$ cat src/rtl/phsub_pkg.sv
// phsub_pkg: shared types and helpers for the halving subtractor.
// Assumes lane widths are powers of two from 8 to 64 bits.
package phsub_pkg;

    localparam int NUM_SIZES = 4;
    localparam int MIN_LANE  = 8;

    typedef enum logic [1:0] {
        LSZ_8  = 2'd0,
        LSZ_16 = 2'd1,
        LSZ_32 = 2'd2,
        LSZ_64 = 2'd3
    } lane_size_e;

    // Lane width in bits for a size code.
    function automatic int lane_bits(input int code);
        return MIN_LANE << code;
    endfunction

endpackage

$ cat src/rtl/phsub_lane.sv
// phsub_lane: one lane of halving subtraction with predicate pass-through.
// Computes bits W..1 of (a - b) taken at W+1 bits, without forming bit 0:
// floor((a-b)/2) = (a>>1) - (b>>1) - (borrow out of bit 0), modulo 2^W.
// Assumes W >= 2.
module phsub_lane #(
    parameter int W = 8
) (
    input  logic [W-1:0] a,
    input  logic [W-1:0] b,
    input  logic         active,
    output logic [W-1:0] y
);

    logic [W-1:0] a_half;
    logic [W-1:0] b_half;
    logic         low_borrow;
    logic [W-1:0] halved;

    // Halving difference built from the upper bits and the bit-0 borrow.
    always_comb begin
        a_half     = {1'b0, a[W-1:1]};
        b_half     = {1'b0, b[W-1:1]};
        low_borrow = ~a[0] & b[0];
        halved     = a_half - b_half - W'(low_borrow);
    end

    // Predicate select: inactive lanes keep the first operand.
    always_comb begin
        y = active ? halved : a;
    end

endmodule

$ cat src/rtl/phsub_width_slice.sv
// phsub_width_slice: all lanes of one fixed lane width across the vector.
// Assumes VLEN is a multiple of LW and that the per-lane active bits are
// already gathered from the byte predicate by the parent.
module phsub_width_slice #(
    parameter int VLEN = 256,
    parameter int LW   = 8
) (
    input  logic [VLEN-1:0]     opa,
    input  logic [VLEN-1:0]     opb,
    input  logic [VLEN/LW-1:0]  lane_act,
    output logic [VLEN-1:0]     res
);

    localparam int NLANES = VLEN / LW;

    // One independent lane per slot; no carry path between slots.
    generate
        for (genvar i = 0; i < NLANES; i++) begin : g_lane
            phsub_lane #(.W(LW)) u_lane (
                .a      (opa[i*LW +: LW]),
                .b      (opb[i*LW +: LW]),
                .active (lane_act[i]),
                .y      (res[i*LW +: LW])
            );
        end
    endgenerate

endmodule

$ cat src/rtl/phsub_core.sv
// phsub_core: predicated packed halving subtractor, one-cycle registered.
// All four lane widths are computed in parallel and the size code picks
// one, so latency never depends on data. Assumes VLEN is a multiple of 64.
module phsub_core
    import phsub_pkg::*;
#(
    parameter int VLEN = 256
) (
    input  logic              clk,
    input  logic              rst_n,
    input  logic              in_valid,
    input  logic [1:0]        size_code,
    input  logic [VLEN-1:0]   opa,
    input  logic [VLEN-1:0]   opb,
    input  logic [VLEN/8-1:0] pmask,
    output logic              out_valid,
    output logic [VLEN-1:0]   result
);

    localparam int PW = VLEN / MIN_LANE;

    logic [VLEN-1:0] slice_res [NUM_SIZES];
    logic [VLEN-1:0] next_res;
    lane_size_e      sel;

    // One slice per lane width, each with its gathered lane predicate.
    generate
        for (genvar c = 0; c < NUM_SIZES; c++) begin : g_width
            localparam int LW  = MIN_LANE << c;
            localparam int NL  = VLEN / LW;
            localparam int STP = LW / MIN_LANE;
            logic [NL-1:0] act;
            for (genvar i = 0; i < NL; i++) begin : g_act
                assign act[i] = pmask[i*STP];
            end
            phsub_width_slice #(.VLEN(VLEN), .LW(LW)) u_slice (
                .opa      (opa),
                .opb      (opb),
                .lane_act (act),
                .res      (slice_res[c])
            );
        end
    endgenerate

    // Lane width select from the size code.
    always_comb begin
        sel = lane_size_e'(size_code);
        unique case (sel)
            LSZ_8:   next_res = slice_res[0];
            LSZ_16:  next_res = slice_res[1];
            LSZ_32:  next_res = slice_res[2];
            default: next_res = slice_res[3];
        endcase
    end

    // Valid pipeline flag, cleared by reset.
    always_ff @(posedge clk) begin
        if (!rst_n) out_valid <= 1'b0;
        else        out_valid <= in_valid;
    end

    // Result register: loads on an accepted operation, otherwise holds.
    always_ff @(posedge clk) begin
        if (!rst_n)        result <= '0;
        else if (in_valid) result <= next_res;
    end

    // Width check kept visible to reviewers (PW = predicate width).
    localparam bit VLEN_OK = (VLEN % 64 == 0) && (PW * MIN_LANE == VLEN);
    generate
        if (!VLEN_OK) begin : g_bad_vlen
            initial $error("phsub_core: VLEN must be a multiple of 64");
        end
    endgenerate

endmodule

$ cat config.mk
export PLATFORM = sky130hd
export DESIGN_NAME = phsub_core
export DESIGN_NICKNAME = d
export VERILOG_FILES = /design/src/rtl/phsub_pkg.sv /design/src/rtl/phsub_lane.sv /design/src/rtl/phsub_width_slice.sv /design/src/rtl/phsub_core.sv
export SDC_FILE = /design/constraint.sdc
export NUM_CORES = 2
export LEC_CHECK = 0
export ABC_CLOCK_PERIOD_IN_PS = 5200
export BUFFER_PORTS_ARGS = -buffer_cell sky130_fd_sc_hd__buf_4
export CAP_MARGIN = 25
export CORE_AREA = 2 2 316 318
export CTS_BUF_LIST = sky130_fd_sc_hd__clkbuf_8 sky130_fd_sc_hd__clkbuf_16
export DETAILED_ROUTE_END_ITERATION = 7
export DIE_AREA = 0 0 318 320
export HOLD_SLACK_MARGIN = 0.05
export PLACE_DENSITY = 0.68
export SLEW_MARGIN = 10
export SYNTH_ARGS = -nofsm -noshare
export SYNTH_HDL_FRONTEND = slang
export SYNTH_SLANG_ARGS = --single-unit
export TNS_END_PERCENT = 30
$ cat constraint.sdc
create_clock -name clk -period 5.2 [get_ports clk]
set_clock_uncertainty 0.15 [all_clocks]
set_input_delay 0.26 -clock clk [delete_from_list [all_inputs] [get_ports clk]]
set_output_delay 0.26 -clock clk [all_outputs]
set_load 0.1 [all_outputs]
# == Word level (Yosys, flattened, before mapping) ==
# Cells that the tools add are included.
# Widths: inputs -> output; s select.
# totals
register_bits,257
elab_cells,250
in_bits,549
out_inout_bits,257
# classes
n_reduce_logical,1
mux,61
n_eq_ne,2
add_sub_neg,120
bitwise,64
# ops
cell,count
$pmux 256 s3,1
$mux 16,16
$mux 32,8
$mux 64,4
$mux 8,32
$sub 15x15->16,16
$sub 16x1->16,16
$sub 31x31->32,8
$sub 32x1->32,8
$sub 63x63->64,4
$sub 64x1->64,4
$sub 7x7->8,32
$sub 8x1->8,32
$and 1x1->1,32
$not 1->1,32
$eq 2x1->1 const B,1
$eq 2x2->1 const B,1
$logic_not 2->1,1

# == Logic depth before layout (Yosys ltp) ==
# logic_depth
word_depth,5
ltp_mapped,18
ltp_nobuf,17

# == Modules after synthesis ==
# A second synthesis with hierarchy kept.
# unflattened
cells_unflattened,14005
area_unflattened_um2,100192.3
# modules_own_cells
module,area_each_um2,instances,seq_area_each_um2,cells_each
phsub_lane at g_width[2].u_slice.g_lane[0].u_lane ...,2756.4,8,0.0,420
phsub_lane at g_width[3].u_slice.g_lane[0].u_lane ...,6019.5,3,0.0,917
phsub_lane at g_width[1].u_slice.g_lane[0].u_lane ...,1340.0,13,0.0,199
phsub_core,15346.0,1,5144.9,1454
phsub_lane at g_width[0].u_slice.g_lane[0].u_lane ...,545.5,17,0.0,74
phsub_lane at g_width[0].u_slice.g_lane[25].u_lane ...,544.3,15,0.0,73
phsub_lane at g_width[3].u_slice.g_lane[3].u_lane,6004.5,1,0.0,932
phsub_lane at g_width[1].u_slice.g_lane[8].u_lane ...,1287.5,2,0.0,188
phsub_lane at g_width[1].u_slice.g_lane[7].u_lane,1298.7,1,0.0,192

# == Least setup slack after synthesis ==
# OpenSTA, ideal clock, no wires.
# synth_timing
path_type,input to register
startpoint,input opa[64]
endpoint,register result[120]
path_slack_ns,1.158
required_ns,4.931
path_stages,17
n_path_buf,0
setup_ns,0.119
t_arrival_ns,3.773
path_cell_list,nand2b_1 -> fa_1 -> inv_1 -> ha_1 -> nor2_1 -> fa_1 -> a21boi_0 -> o21ai_0 -> a211oi_1 -> a211oi_1 -> a2111oi_0 -> o31ai_1 -> o21a_1 -> o21bai_1 -> xnor2_1 -> a21oi_1 -> o221a_2
# synth_via
elab_chain_len,5
# synth_rtl
element,line,rtl
start: declaration,phsub_core.sv:13,"input logic [VLEN-1:0] opa,"
$not 1->1,phsub_lane.sv:23,low_borrow = ~a[0] & b[0];
$and 1x1->1,phsub_lane.sv:23,
$sub 64x1->64,phsub_lane.sv:24,halved = a_half - b_half - W'(low_borrow);
$mux 64,phsub_lane.sv:29,y = active ? halved : a;
$pmux 256 s3,phsub_core.sv:48,unique case (sel)
end signal: assignment,phsub_core.sv:65,else if (in_valid) result <= next_res;
end: declaration,phsub_core.sv:17,output logic [VLEN-1:0] result
# No other way between the ends.
# A chain may end at the register's enable or synchronous reset.

# == Final worst setup path ==
# layout_timing
startpoint,input opa[93]
endpoint,register result[127]
# layout_via
elab_chain_len,4
# layout_rtl
element,line
$sub 63x63->64,phsub_lane.sv:24
$sub 64x1->64,phsub_lane.sv:24
$mux 64,phsub_lane.sv:29
$pmux 256 s3,phsub_core.sv:48
# No other way between the ends.

==> impl_metrics.csv <==
group,metric,value,unit
clock_network,clockBufferDepth,3,
timing,fmax,194,MHz
worst_setup_path,cp.arrival,5530,ps
placed_design,hpwlAfterDp,179000,um
synth,synth.most_common_cell,"inv_1",
global_route,grt_pass1_vias,51800,
global_route,grt_max_degree,106,
clock_network,htreeDepth,2,
hold_path,hp-class,"in -> reg",
detailed_routing,drtAntennaViolNets,0,
pwr,p_leak,0.0271,uW
clock_network,tritoncts,"built",
worst_setup_path,cp.required,5570,ps
run,max-cap-violations,0,
detailed_routing,first_pass_iters,6,
layout,finalNetCount,8799,
detailed_routing,via_count,54600,
hold_path,min_from,"pmask[8]",
timing,fin_crit,5160,ps
layout,syn_to_final_growth,25.6,%
synth,ys_seq_area_frac,0.113,
timing,maxSlewViolCount,0,
clock_network,cts_made_buffers,41,
layout,fin_util,0.583,
global_route,track_usage,0.424,
detailed_routing,drt_iter0_markers,5680,
worst_setup_path,crit-reg2reg-capture,"result[127]",
placed_design,io_buffer_count,805,
synth,synth-seq-cells,257,
die,dieArea,102000,um2
clock_network,clk_pin_slew,60,ps
synth,async_flop_share,0,
layout,instances_no_fill,8964,
timing,finalSetupTns,0,ps
synth,synthTopCellsByCount,"inv_1 (941), a21oi_1 (752), o21ai_0 (591)",
synth,synth_nets,7917,
die,die_w,318,um
worst_setup_path,start_kind,"primary input",
global_route,antenna_found_initial,41,
synth,synth_edf_count,0,
detailed_routing,via_per_inst,6.09,
synth,synth_top_area_frac,0.159,
layout,fill_cells,9552,
detailed_routing,wire_per_inst,25.2,um
die,core_area,98000,um2
timing,finalCritPeriodShare,0.992,
synth,yosysTopAreaCell,"ha_1",
placed_design,place_congestion,1.08,
placed_design,placedCellCount,8540,
synth,synth_ff_type,"dfxtp_1",
synth,synth_cell_types,87,
detailed_routing,routed_wl,226000,um
worst_setup_path,cp-end-kind,"flip-flop",
synth,syn_area,45500,um2
die,die_h,320,um
synth,yosysWarnings,0,
clock_network,cts.sinks,257,
layout,final_area,57200,um2
timing,finalHoldViolations,0,
die,start_util,0.464,
clock_network,root_buffer,"clkbuf_16",
worst_setup_path,r2r-start,"result[127]",
pwr,pwr_density_cell,270,nW/um2
timing,relSlewSlack,0.232,
layout,drive_gt1_frac,0.135,
detailed_routing,drc,0,
placed_design,dpl_cell_area,52500,um2
synth,synth.avg_cell_area,6.77,um2
clock_network,worstSkewPairLatency,640,ps
clock_network,cts_setup_buffers,0,
worst_setup_path,path_max_fanout,9,
worst_setup_path,setup.worst_path.class,"in -> reg",
die,io_pins,806,
global_route,grt-ovfl-total,0,
pwr,max-vdd-ir-drop,0.276,mV
global_route,grt_pass1_wl,330000,um
timing,setup_viol,0,
timing,rsz0062_at_grt,"yes",
die,fp-row-count,115,
status,outcome,"finished clean",
synth,ys_top_cells_by_area,"ha_1 (16%), dfxtp_1 (11%), a21oi_1 (8.3%), inv_1 (7.8%), xnor2_1 (6.6%)",
synth,syn_inst,6724,
timing,worstMarginPinSlew,1140,ps
worst_setup_path,reg2regPathDepth,6,
worst_setup_path,reg2reg_slack,2880,ps
hold_path,holdPathStages,2,
hold_path,hold_end,"result[103]",
## how the worst max path moves through the flow
stage	start	cells past startpoint	slack [ps]	to
2_1_floorplan	opa[64]	17	1160	result[120]
5_1_grt	opa[93]	19	-40	result[127]
3_5_place_dp	opa[0]	18	290	result[54]
3_3_place_gp	opa[0]	18	330	result[54]
6_report	opa[93]	19	40	result[127]
4_1_cts	opa[84]	19	10	result[127]
## placed cells by master, fill, tap and decap left out, types with 14 or more instances in the layout
cell | synthesis | layout
and3_1 | 25 | 25
dlygate4sd3_1 | 0 | 309
a21boi_0 | 32 | 30
o221ai_1 | 67 | 67
a21oi_1 | 752 | 751
nand2_1 | 574 | 573
a221oi_1 | 46 | 46
dfxtp_1 | 257 | 257
a41oi_1 | 14 | 14
or3_1 | 23 | 23
a21o_1 | 144 | 144
nand3_1 | 84 | 84
nand2b_1 | 74 | 74
a22o_1 | 15 | 15
diode_2 | 0 | 38
a211oi_1 | 96 | 94
o31ai_1 | 21 | 20
ha_1 | 580 | 580
o21a_1 | 52 | 52
xor2_1 | 135 | 135
or2_2 | 18 | 19
nand4_1 | 69 | 69
nor3_1 | 81 | 81
nor2_1 | 550 | 545
mux2i_1 | 111 | 111
o2111ai_1 | 30 | 30
xnor2_1 | 343 | 343
and2_1 | 35 | 35
a221o_1 | 19 | 19
o21bai_1 | 90 | 90
o211ai_1 | 54 | 54
o22ai_1 | 60 | 60
clkbuf_16 | 0 | 41
inv_1 | 941 | 940
nor2b_1 | 31 | 30
a31oi_1 | 83 | 83
fa_1 | 64 | 64
o21ai_0 | 591 | 590
buf_4 | 1 | 869
## kinds of logic after synthesis
logic type               after synthesis  share of synthesized area
XOR/XNOR                             478                     0.0920
multiplexers                         114                     0.0252
adder cells (fa/ha/maj)              644                      0.188
AND/OR/NAND/NOR                     1621                      0.158
flip-flops                           257                      0.113
buffers and inverters               1293                      0.107
AO/OA/AOI/OAI                       2317                      0.317
## critical path, stage by stage
cell and delay (ps):
dlygate4sd3_1 680, buf_4 170, inv_1 50, ha_1 270, inv_1 40, ha_1 440
a21oi_1 240, o21bai_1 90, a21oi_1 260, a21boi_1 290, nor2_1 100, a2111oi_0 540
or2_2 290, o21a_1 280, o21bai_1 130, a32oi_1 200, dlygate4sd3_1 570, o41ai_1 60
dlygate4sd3_1 560
## flip-flops by register name, summed over array words and instances, names as in the netlist
name       flops
out_valid      1
result       256
## metal layers
layer  track usage  part of all wire  vias up  routed length, um
li1              -                 -    25300                  -
met1         0.527              0.40    25800              89800
met2         0.669              0.44     2901              98700
met5             0           0.00056        -                126
met3         0.100              0.10      593              22500
met4         0.244             0.064       22              14500
## final cells by class
| type | instances | area [um2] | area share |
|---|---|---|---|
| antenna | 38 | 95.1 | 0.00166 |
| clock buffer | 44 | 1070 | 0.0187 |
| clock inverter | 32 | 403 | 0.00705 |
| inverter | 946 | 3550 | 0.0622 |
| multi-input combinational | 5174 | 35500 | 0.622 |
| sequential | 257 | 5140 | 0.0900 |
| tap | 1287 | 1610 | 0.0282 |
| timing repair buffer | 1186 | 9760 | 0.171 |
## power breakdown
part	internal, uW	leakage (uW)	switching [uW]	total, uW
Sequential	2170	0.00213	182	2350
Combinational	3400	0.0242	6470	9880
Clock	1860	0.000722	1350	3210
## through the flow
stage,power (uW),setup WS (ps),hold slack (ps)
2_1_floorplan,8960,1160,274
3_3_place_gp,11700,326,286
3_5_place_dp,11700,292,299
4_1_cts,15200,12.2,52.0
5_1_grt,16200,-41.1,92.5
6_report,15400,42.6,83.4
## repair_timing
| item | 4_1_cts | 5_1_grt |
|---|---|---|
| hold endpoints to repair | 238 | 0 |
| resized for setup | 0 | 6 |
| endpoints found under the setup margin | 0 | 7 |
| hold buffers | 309 | 0 |
Note: power is estimated with default switching activity, not from simulation.
